`config.mk`:
```
export PLATFORM = sky130hd
export DESIGN_NAME = cstk_top
export DESIGN_NICKNAME = d
export VERILOG_FILES = /design/src/rtl/cstk_pkg.sv /design/src/rtl/cstk_codec.sv /design/src/rtl/cstk_ptr.sv /design/src/rtl/cstk_ram.sv /design/src/rtl/cstk_top.sv
export SDC_FILE = /design/constraint.sdc
export NUM_CORES = 1
export LEC_CHECK = 0
export BUFFER_PORTS_ARGS = -buffer_cell sky130_fd_sc_hd__buf_2
export CAP_MARGIN = 20
export CELL_PAD_IN_SITES_DETAIL_PLACEMENT = 0
export CELL_PAD_IN_SITES_GLOBAL_PLACEMENT = 1
export CORE_MARGIN = 8
export CORE_UTILIZATION = 54
export DETAILED_ROUTE_END_ITERATION = 10
export PLACE_DENSITY_LB_ADDON = 0.2
export SETUP_SLACK_MARGIN = 0.2
export SYNTH_ARGS = -nofsm -noshare
export SYNTH_HDL_FRONTEND = slang
export SYNTH_SLANG_ARGS = --single-unit
```
`constraint.sdc`:
```
create_clock -name clk -period 10.5 [get_ports clk]
set_input_delay 1.05 -clock clk [delete_from_list [all_inputs] [get_ports clk]]
set_output_delay 1.05 -clock clk [all_outputs]
set_load 0.02 [all_outputs]
```
`src/rtl/cstk_pkg.sv`:
```
`timescale 1ns/1ps
package cstk_pkg;

  typedef enum logic [2:0] {
    OP_IDLE = 3'b000,
    OP_CALL = 3'b001,
    OP_RET  = 3'b010,
    OP_PUSH = 3'b011,
    OP_POP  = 3'b100
  } cstk_op_e;

  // An operation that adds an entry
  function automatic logic op_adds(input logic [2:0] op);
    return (op == OP_CALL) || (op == OP_PUSH);
  endfunction

  // An operation that removes an entry
  function automatic logic op_removes(input logic [2:0] op);
    return (op == OP_RET) || (op == OP_POP);
  endfunction

endpackage

```
`src/rtl/cstk_codec.sv`:
```
`timescale 1ns/1ps
module cstk_codec #(
  parameter int WIDTH = 32,
  parameter int AW    = 20
) (
  input  logic [2:0]       op_i,
  input  logic [AW-1:0]    addr_i,
  input  logic             c_i,
  input  logic             z_i,
  input  logic [WIDTH-1:0] raw_i,
  output logic [WIDTH-1:0] word_o
);
  import cstk_pkg::*;

  localparam int PAD = WIDTH - 2 - AW;

  // Carry in the top bit, zero just below, address at the bottom
  function automatic logic [WIDTH-1:0] pack_link(input logic [AW-1:0] a,
                                                 input logic c, input logic z);
    return {c, z, {PAD{1'b0}}, a};
  endfunction

  always_comb begin
    if (op_i == OP_CALL) word_o = pack_link(addr_i, c_i, z_i);
    else                 word_o = raw_i;
  end

endmodule

```
`src/rtl/cstk_ptr.sv`:
```
`timescale 1ns/1ps
module cstk_ptr #(
  parameter int DEPTH = 8,
  localparam int PW   = $clog2(DEPTH)
) (
  input  logic          clk,
  input  logic          rst_n,
  input  logic          inc_i,
  input  logic          dec_i,
  output logic [PW-1:0] ptr_o,
  output logic [PW-1:0] rd_next_o
);

  logic [PW-1:0] ptr_q;
  logic [PW-1:0] ptr_d;

  function automatic logic [PW-1:0] step(input logic [PW-1:0] p,
                                         input logic up, input logic dn);
    if (up)      return p + 1'b1;
    else if (dn) return p - 1'b1;
    else         return p;
  endfunction

  assign ptr_d     = step(ptr_q, inc_i, dec_i);
  // The entry just below the top after this cycle
  assign rd_next_o = ptr_d - 1'b1;
  assign ptr_o     = ptr_q;

  always_ff @(posedge clk) begin
    if (!rst_n) ptr_q <= '0;
    else        ptr_q <= ptr_d;
  end

endmodule

```
`src/rtl/cstk_ram.sv`:
```
`timescale 1ns/1ps
module cstk_ram #(
  parameter int DEPTH = 8,
  parameter int WIDTH = 32,
  localparam int PW   = $clog2(DEPTH)
) (
  input  logic             clk,
  input  logic             rst_n,
  input  logic             we_i,
  input  logic [PW-1:0]    waddr_i,
  input  logic [WIDTH-1:0] wdata_i,
  input  logic [PW-1:0]    raddr_i,
  output logic [WIDTH-1:0] rdata_o
);

  logic [WIDTH-1:0] mem [DEPTH];
  logic [WIDTH-1:0] rd_q;

  always_ff @(posedge clk) begin
    if (we_i) mem[waddr_i] <= wdata_i;
  end

  // One-cycle read; a same-cycle write to the read address is passed through
  always_ff @(posedge clk) begin
    if (!rst_n)                          rd_q <= '0;
    else if (we_i && waddr_i == raddr_i) rd_q <= wdata_i;
    else                                 rd_q <= mem[raddr_i];
  end

  assign rdata_o = rd_q;

endmodule

```
`src/rtl/cstk_top.sv`:
```
`timescale 1ns/1ps
module cstk_top #(
  parameter int DEPTH = 8,
  parameter int WIDTH = 32,
  parameter int AW    = 20
) (
  input  logic             clk,
  input  logic             rst_n,
  input  logic [2:0]       op_i,
  input  logic [AW-1:0]    ret_addr_i,
  input  logic             c_i,
  input  logic             z_i,
  input  logic [WIDTH-1:0] push_data_i,
  output logic [WIDTH-1:0] top_o,
  output logic [AW-1:0]    ret_addr_o,
  output logic             ret_c_o,
  output logic             ret_z_o
);
  import cstk_pkg::*;

  localparam int PW = $clog2(DEPTH);

  logic             push_ev;
  logic             pop_ev;
  logic [WIDTH-1:0] new_word;
  logic [PW-1:0]    ptr_q;
  logic [PW-1:0]    rd_next;
  logic [WIDTH-1:0] below_word;
  logic [WIDTH-1:0] top_q;

  assign push_ev = op_adds(op_i);
  assign pop_ev  = op_removes(op_i);

  cstk_codec #(.WIDTH(WIDTH), .AW(AW)) u_codec (
    .op_i  (op_i),
    .addr_i(ret_addr_i),
    .c_i   (c_i),
    .z_i   (z_i),
    .raw_i (push_data_i),
    .word_o(new_word)
  );

  cstk_ptr #(.DEPTH(DEPTH)) u_ptr (
    .clk      (clk),
    .rst_n    (rst_n),
    .inc_i    (push_ev),
    .dec_i    (pop_ev),
    .ptr_o    (ptr_q),
    .rd_next_o(rd_next)
  );

  // A push spills the old top into the memory at the pointer
  cstk_ram #(.DEPTH(DEPTH), .WIDTH(WIDTH)) u_ram (
    .clk    (clk),
    .rst_n  (rst_n),
    .we_i   (push_ev),
    .waddr_i(ptr_q),
    .wdata_i(top_q),
    .raddr_i(rd_next),
    .rdata_o(below_word)
  );

  always_ff @(posedge clk) begin
    if (!rst_n)       top_q <= '0;
    else if (push_ev) top_q <= new_word;
    else if (pop_ev)  top_q <= below_word;
  end

  assign top_o      = top_q;
  assign ret_addr_o = top_q[AW-1:0];
  assign ret_c_o    = top_q[WIDTH-1];
  assign ret_z_o    = top_q[WIDTH-2];

endmodule

```
# Word-level counts from Yosys, hierarchy flattened
# Memory sizes are Yosys's and may differ from the RTL's. A register that Yosys moved wholly into a read port is not among the register bits.
# Cells that the tools add are included.
[word_totals]
regBits = 35
mem_bits_rw = 256
elab_cells = 21
mem_count = 1
in_bits = 59
out_inout_bits = 54
[mem_list]
columns = ["name", "words", "width", "rd", "rd_clocked_by_memory_dff", "write_ports", "line_no", "source"]
rows = [
  ["u_ram.mem", 8, 32, 1, 1, 1, "cstk_ram.sv:16", "logic [WIDTH-1:0] mem [DEPTH];"],
]
[op_classes]
n_mux = 7
addsub = 3
eq_ne = 4
n_reduce_logical = 4
[ops]
columns = ["op", "count"]
rows = [
  ["$mux 32", 3],
  ["$eq 3x2->1 const B", 2],
  ["$mux 3", 2],
  ["$sub 3x1->3 const B", 2],
  ["$add 3x1->3 const B", 1],
  ["$eq 3x1->1 const B", 1],
  ["$eq 3x3->1 const B", 1],
  ["$logic_or 1x1->1", 2],
  ["$mux 1", 2],
  ["$reduce_bool 2->1", 1],
  ["$logic_not 1->1", 1],
]

# Logic depth before layout (Yosys ltp)
# Gate-level depths: netlist of run 1.
[logic_depth]
word_depth = 5
ltp_mapped = 14
depth_no_buf = 12

# Hierarchy
# Synthesis of run 1 repeated with hierarchy kept, for this count alone.
[unflattened]
cells_unflattened = 766
hier_area_um2 = 13235.2
[by_module_without_submodules]
columns = ["mod", "cells_per_inst", "seq_area_each_um2", "n_inst", "area_each_um2"]
rows = [
  ["cstk_ram", 492, 8328.0, 1, 10725.3],
  ["cstk_top", 213, 640.6, 1, 1935.6],
  ["cstk_codec", 36, 0.0, 1, 356.6],
  ["cstk_ptr", 25, 60.1, 1, 217.7],
]

# Worst setup path before layout of run 1
# Ideal clock, no wire load.
[synth_path]
path_type = "input -> register"
start = "in op_i[2]"
end = "mem u_ram.mem[0][0] (enable)"
arrival_ps = 4904
setup_ps = 502
n_path_buf = 4
stages = 5
required_time_ps = 9998
path_slack_ps = 5095
cell_sequence = "buf_4 > buf_2 > clkbuf_1 > clkbuf_1 > nor4_1"
[synth_via]
elab_chain_cells = 4
elab_cells_between_ends = 5
classes_between = "2 x eq/ne; 2 x mux; 1 x reduce/logical"
[synth_lines]
columns = ["item", "line_no", "source"]
rows = [
  ["from (decl)", "cstk_top.sv:9", "input logic [2:0] op_i,"],
  ["$eq 3x1->1 / $eq 3x2->1 (equally long branches)", "cstk_pkg.sv:14", "return (op == OP_CALL) || (op == OP_PUSH);"],
  ["$logic_or 1x1->1 *", "cstk_pkg.sv:14", ""],
  ["$mux 1 *", "cstk_ram.sv:20", "if (we_i) mem[waddr_i] <= wdata_i;"],
  ["$mux 1 (implied by the code) *", "cstk_ram.sv:20", ""],
  ["to (decl)", "cstk_ram.sv:16", ""],
]
# Mark *: on every way between the ends. The rest lies on a longest branch, timed or not.

# Final worst setup path of run 1
[layout_path]
start = "in op_i[1]"
end = "reg u_ram.rd_q[4] (netlist: u_ram.rdata_o[4]) (read register of u_ram.mem)"
[layout_via]
elab_chain_cells = 5
elab_cells_between_ends = 9
classes_between = "1 x add/sub; 4 x eq/ne; 2 x mux; 2 x reduce/logical"
[layout_lines]
columns = ["item", "line_no", "source"]
rows = [
  ["$eq 3x2->1 / $eq 3x3->1 (equally long branches)", "cstk_pkg.sv:19", "return (op == OP_RET) || (op == OP_POP);"],
  ["$logic_or 1x1->1", "cstk_pkg.sv:19", ""],
  ["$mux 3", "cstk_ptr.sv:20", "else if (dn) return p - 1'b1;"],
  ["$mux 3 *", "cstk_ptr.sv:19", "if (up) return p + 1'b1;"],
  ["$sub 3x1->3 *", "cstk_ptr.sv:26", "assign rd_next_o = ptr_d - 1'b1;"],
  ["to (decl)", "cstk_ram.sv:17", "logic [WIDTH-1:0] rd_q;"],
]
# Marks and branches as above.
# A chain may end at the register's enable or synchronous reset.

==> results of run 1 <==
[power groups by stage]
| stage | Sequential (W) | Clock, W | Combinational [W] |
|---|---|---|---|
| 3_3_place_gp | 0.00159 | 0 | 0.000626 |
| 3_5_place_dp | 0.00160 | 0 | 0.000643 |
| 5_1_grt | 0.00158 | 0.00125 | 0.000696 |
| 6_report | 0.00157 | 0.00118 | 0.000638 |
| 4_1_cts | 0.00157 | 0.00120 | 0.000648 |
| 2_1_floorplan | 0.00158 | 0 | 0.000477 |
[metrics by stage]
stage          total power [W]  area, µm²  hold WS (ns)  setup WS [ns]
6_report               0.00339      14900         0.517           6.23
5_1_grt                0.00353      14900         0.530           5.93
4_1_cts                0.00341      14900         0.515           6.29
3_5_place_dp           0.00224      13700         0.509           5.79
3_3_place_gp           0.00222      13700         0.495           5.98
2_1_floorplan          0.00206      12900         0.490           5.09
[cell families (layout without fill, tap and decap cells)]
logic type / Yosys count / after routing / share of synthesized area
fa+ha+maj: 3 / 3 / 0.00290
compound gates: 134 / 134 / 0.0641
buf+inv: 86 / 203 / 0.0357
flops: 323 / 323 / 0.698
simple gates: 179 / 179 / 0.0564
xor+xnor: 8 / 8 / 0.00600
mux: 97 / 97 / 0.137
[critical path, cell delays in order]
cell,delay [ns]
buf_2,0.79
nor2_2,0.17
a22o_1,0.25
a21oi_1,0.21
ha_2,0.34
xnor2_1,0.20
nor4_1,0.11
mux2i_4,0.61
buf_4,0.56
o21ai_0,0.16
a31oi_1,0.22
[final timing paths]
path / from / endpoint / slack [ns] / depth (start not counted)
worst max-delay path: op_i[1] / u_ram.rdata_o[4] / 6.23 / 11
worst min-delay path: u_ram.rdata_o[3] / top_o[3] / 0.52 / 2
worst max register to register: u_ptr.ptr_o[1] / u_ram.rdata_o[4] / 6.68 / 13
worst min register to register: u_ram.rdata_o[3] / top_o[3] / 0.52 / 2
[synth_stat cells (all sizes together)]
cell / number
o22ai: 32
ha: 3
nand2b: 2
nor4: 3
nand3b: 1
nor2: 65
nand2: 81
nor4b: 1
clkbuf: 40
xnor2: 6
o32ai: 1
mux2i: 33
a22o: 1
nor2b: 1
o21ai: 33
inv: 6
a222oi: 10
nor3: 25
buf: 39
o31ai: 1
a21oi: 24
dfxtp: 67
edfxtp: 256
mux4: 64
clkinv: 1
xor2: 2
a31oi: 32
[layer usage]
metal  up-vias  wire length, µm  share of wire
met2       310            14300           0.49
met4         0              463          0.016
met5         -                0              0
met1      3768            12300           0.42
li1       3394                -              -
met3        43             2270          0.078
[flip-flops by register name, indices dropped and copies added (netlist names)]
signal and flops:
u_ram.mem 256, u_ram.rdata_o 32, top_o 32, u_ptr.ptr_o 3
[layout make-up]
| cell class | count | area share |
|---|---|---|
| Tap cell | 319 | 0.0268 |
| Timing Repair Buffer | 135 | 0.0519 |
| Multi-Input combinational cell | 421 | 0.238 |
| Clock inverter | 9 | 0.00605 |
| Inverter | 7 | 0.00176 |
| Sequential cell | 323 | 0.606 |
| Clock buffer | 52 | 0.0687 |
==> run summary, run 1 <==
most common cell after layout, fill and taps aside -> edfxtp_1
Most Used Layer, Global Route -> met2
initial core utilization -> 0.551
Slew Viols, Final -> 0
Hold Vio Cnt, Final -> 0
fmax -> 234 MHz
CP max FO -> 48
GRT met2 Usage -> 0.332
Inserted Clock Buffers -> 34
H-tree levels -> 2
Worst-Skew Late Latency -> 0.50 ns
Reg clk slew, reported paths -> 0.06 ns
Vert. Die Dim -> 171 µm
share of layout cells above drive strength 1 -> 0.277
leakage -> 5.30 nW
Routed WL -> 29,300 µm
grt met3 use -> 0.0410
VDD IR max -> 153 µV
maximum clock path buffer count -> 3
grt ovf -> 0
Port Buf Inserts -> 112
setup violators final -> 0
Root Driver -> clkbuf_16
Mapped Area -> 0.0129 mm²
most frequent cells in the layout -> 256 x edfxtp_1, 112 x buf_2, 81 x nand2_1
post-synthesis sequential area ratio -> 0.698
FILL cells -> 1,735
GR met1 Demand/Resource -> 0.276
Syn Area/Cell -> 15.6 µm²
all-layer global routing usage -> 0.204
final std cells w/o fill -> 1,266
IO Count -> 113
Psw -> 0.000894 W
area grow syn2layout -> 15.1%
Die Wd -> 171 µm
register area -> 0.00903 mm²
worst hold path class -> reg2reg
Clock Skew -> 0.00976 ns
initial DRC count -> 629
Remaining DRCs -> 0
CTS Hold Bufs -> 0
largest net degree at the start of global routing -> 65
# clock sinks -> 323
vias in the first global route -> 7,721
Slew HR -> 0.243
Finished Core Util -> 0.634
final net count -> 984
Ant. Diodes -> 0
Tmin final -> 4.27 ns
Worst setup EP type -> flop
Worst setup SP type -> input pin
Comb pwr share -> 0.189
Post-Syn Nets -> 892
post-synth cell types -> 33
multi-input logic area -> 0.00355 mm²
worst slew pin tran -> 1.13 ns
Worst EP required -> 10.91 ns
post-cts sizing count -> 0
synthesis warning total -> 0
cell area power density -> 227 mW/mm²
first-pass GRT wire length -> 45,100 µm
TritonCTS clock tree -> built
TNS Setup -> 0 ns
initial antenna violation count -> 0
Flop pwr share -> 0.464
HPWL after DPL -> 16,800 µm
synthesized netlist cell count -> 830
largest cells by area after synthesis -> edfxtp_1 59%, mux4_2 11%, dfxtp_1 10%, mux2i_1 2.6%, nand2_1 2.4%
area share of the largest cell type after synthesis -> 0.594
vias per inst -> 5.94
DRT Pass-1 Iters -> 5
FF+latch count, synth -> 323
placed insts -> 1,204
Die Area -> 0.0292 mm²
DR vias -> 7,515
Crit Path Class -> in2reg
result of the run -> finished, final reports clean
RSZ-0062 raised after global routing -> no
average wire per standard cell -> 23.1 µm
max-cap violations -> 0
postcts setup bufs -> 0
Final Cycle Share -> 0.406
clock power share -> 0.348
area leader, netlist -> edfxtp_1
core area -> 0.0235 mm²
routability cong. -> 0.723
row cnt -> 56
WP data arrival -> 4.68 ns
internal power -> 0.00249 W
switch share -> 0.264
Post-DRT Antenna Nets -> 0
Power figures use the tool's default switching activity.
==> run 2, diff against run 1 <==
--- a/config.mk
+++ b/config.mk
@@ -10,7 +10,7 @@
 export CELL_PAD_IN_SITES_DETAIL_PLACEMENT = 0
 export CELL_PAD_IN_SITES_GLOBAL_PLACEMENT = 1
 export CORE_MARGIN = 8
-export CORE_UTILIZATION = 54
+export CORE_UTILIZATION = 45
 export DETAILED_ROUTE_END_ITERATION = 10
 export PLACE_DENSITY_LB_ADDON = 0.2
 export SETUP_SLACK_MARGIN = 0.2
==> constraint.sdc (replaced) <==
create_clock -name clk -period 3.5 [get_ports clk]
set_input_delay 0.35 -clock clk [delete_from_list [all_inputs] [get_ports clk]]
set_output_delay 0.35 -clock clk [all_outputs]
set_load 0.02 [all_outputs]
==> run 2 against run 1 <==
  * Final cell count increased by 6.5%
  * Clock skew up 0.0033 ns
  * Critical path depth is 2 higher
  * Combinational power grew to 3.1 times the previous value
  * Non-clock buffer count rose by 14
  * Worst setup slack worse by 5.7 ns
  * Die area rose by 18%
  * Power grew to 3.0 times the previous value
  * Critical path type is now reg2reg
  * Critical endpoint is now u_ram.rdata_o[11]
==> run summary, run 2 (same netlist as run 1, synthesis figures left out) <==
DRT Pass-1 Iters -> 6 (+1)
result of the run -> finished, final reports clean
max reg flops -> 256 (unchanged)
cells along the critical path -> inv_1 -> ha_1 -> inv_1 -> o21ai_0 -> a22o_1 -> a21oi_1 -> ha_2 -> xnor2_1 -> nor4b_2 -> mux2i_4 -> buf_4 -> o21ai_0 -> a31oi_1
Psw -> 0.00279 W (+210%)
Top reg by flops -> u_ram.mem
leakage -> 5.36 nW (+1.2%)
most common cell after layout, fill and taps aside -> edfxtp_1
Root Driver -> clkbuf_16
Worst-Skew Late Latency -> 0.51 ns (about the same)
multi-input logic area -> 0.00357 mm² (+0.53%)
Remaining DRCs -> 0 (unchanged)
final instance area -> 0.0151 mm² (+1.6%)
critical path's top delay family -> compound AO/OA/AOI/OAI gates
WP data arrival -> 3.40 ns (-1.28 ns)
Inserted Clock Buffers -> 35 (+2.9%)
TNS Setup -> 0 ns (unchanged)
maximum clock path buffer count -> 3 (unchanged)
Worst setup EP type -> flop
grt ovf -> 0 (unchanged)
Crit path buffers/inverters -> 3 (+1)
initial DRC count -> 548 (-13%)
# clock sinks -> 323 (unchanged)
initial core utilization -> 0.454 (-0.0967)
post-cts sizing count -> 0 (unchanged)
Ant. Diodes -> 0 (unchanged)
fmax -> 336 MHz
TritonCTS clock tree -> built
CP max FO -> 32 (-33%)
most frequent cells in the layout -> 256 x edfxtp_1, 112 x buf_2, 81 x nand2_1
IO Count -> 113 (unchanged)
routability cong. -> 0.724 (+0.15%)
placed inst area -> 0.0140 mm² (+1.9%)
Vert. Die Dim -> 186 µm (+8.7%)
H-tree levels -> 2 (unchanged)
Comb pwr share -> 0.194 (+0.005)
Worst EP required -> 3.92 ns (-6.99 ns)
Reg clk slew, reported paths -> 0.06 ns (about the same)
max incr delay on CP -> 0.38 ns (-0.41 ns)
DR vias -> 7,575 (+0.80%)
initial antenna violation count -> 0 (unchanged)
cell area power density -> 677 mW/mm² (+200%)
switch share -> 0.273 (+0.00860)
Clock Skew -> 0.0131 ns (+0.00332 ns)
Post-DRT Antenna Nets -> 0 (unchanged)
max-cap violations -> 0 (unchanged)
share of layout cells above drive strength 1 -> 0.287 (+0.0107)
RSZ-0062 raised after global routing -> no
all-layer global routing usage -> 0.181 (-0.0224)
CTS Hold Bufs -> 0 (unchanged)
Port Buf Inserts -> 112 (unchanged)
Final Cycle Share -> 0.850
clock power share -> 0.344 (-0.004)
FILL cells -> 2,364 (+36%)
Slew HR -> 0.372 (+0.130)
VDD IR max -> 353 µV (+130%)
first-pass GRT wire length -> 46,700 µm (+3.7%)
setup violators final -> 0 (unchanged)
worst hold path class -> in2reg
Die Wd -> 186 µm (+8.7%)
postcts setup bufs -> 0 (unchanged)
final net count -> 999 (+1.5%)
area grow syn2layout -> 17.0%
average wire per standard cell -> 22.9 µm (-0.90%)
HPWL after DPL -> 18,200 µm (+8.6%)
Flop pwr share -> 0.462 (-0.002)
vias per inst -> 5.62 (-5.3%)
worst slew pin tran -> 0.939 ns (-0.194 ns)
largest net degree at the start of global routing -> 65 (unchanged)
Slew Viols, Final -> 0 (unchanged)
Crit Path Class -> reg2reg
Die Area -> 0.0344 mm² (+18%)
internal power -> 0.00744 W (+200%)
Slowest-stage cell, CP -> dfxtp_1
Routed WL -> 30,900 µm (+5.5%)
Worst setup SP type -> flop
Tmin final -> 2.98 ns
core area -> 0.0285 mm² (+21%)
Hold Vio Cnt, Final -> 0 (unchanged)
register area -> 0.00903 mm² (unchanged)
vias in the first global route -> 7,500 (-2.9%)
row cnt -> 62 (+11%)
-- run 2: cell count changes in the layout (fill, tap and decap cells not counted), sizes merged --
cell and change:
clkinv +1, inv +1, buf +14, clkinvlp +1
-- run 2: power groups by stage --
stage          logic, W  registers [W]  clock network, W
2_1_floorplan   0.00143        0.00475                 0
3_3_place_gp    0.00200        0.00480                 0
3_5_place_dp    0.00201        0.00481                 0
4_1_cts         0.00202        0.00473           0.00359
5_1_grt         0.00218        0.00476           0.00374
6_report        0.00199        0.00473           0.00352
-- run 2: final cells by class --
class	count	area share
Tap cell	384	0.0318
Timing Repair Buffer	149	0.0612
Inverter	7	0.00174
Multi-Input combinational cell	421	0.236
Sequential cell	323	0.597
Clock buffer	52	0.0648
Clock inverter	12	0.00802
-- run 2: worst paths after layout --
| kind | slack, ns | cells after the start | startpoint | endpoint |
|---|---|---|---|---|
| worst max-delay path | 0.52 | 13 | u_ptr.ptr_o[0] | u_ram.rdata_o[11] |
| worst min-delay path | 0.10 | 3 | push_data_i[24] | top_o[24] |
| worst max register to register | 0.52 | 13 | u_ptr.ptr_o[0] | u_ram.rdata_o[11] |
| worst min register to register | 0.52 | 2 | u_ram.rdata_o[15] | top_o[15] |
-- run 2: per-stage QoR --
step	worst slack, ns	std cells	hold slack (ns)	util	total power, W
final	0.524	1348	0.103	0.532	0.0102
after floorplan	-0.247	830	0.488	-	0.00618
after CTS	0.428	1348	0.0835	0.531	0.0103
after global placement	0.520	1284	0.507	0.492	0.00681
after global routing	0.265	1348	0.0917	0.532	0.0107
after detailed placement	0.452	1284	0.515	0.492	0.00682
-- run 2: routing by layer --
layer  vias to the layer above  GRT usage  wire length [µm]
met1                      3898      0.252             13900
met2                       201      0.294             14900
met4                         0     0.0441               504
met5                         -          0                 0
li1                       3432          -                 -
met3                        44     0.0316              1560
-- run 2: tightest hold or removal path: cells and delay by family --
family	cells	cell delay (ns)
AOI/OAI and AO/OA	1	0.07
buffers and inverters	1	0.08
and+or+nand+nor	1	0.08
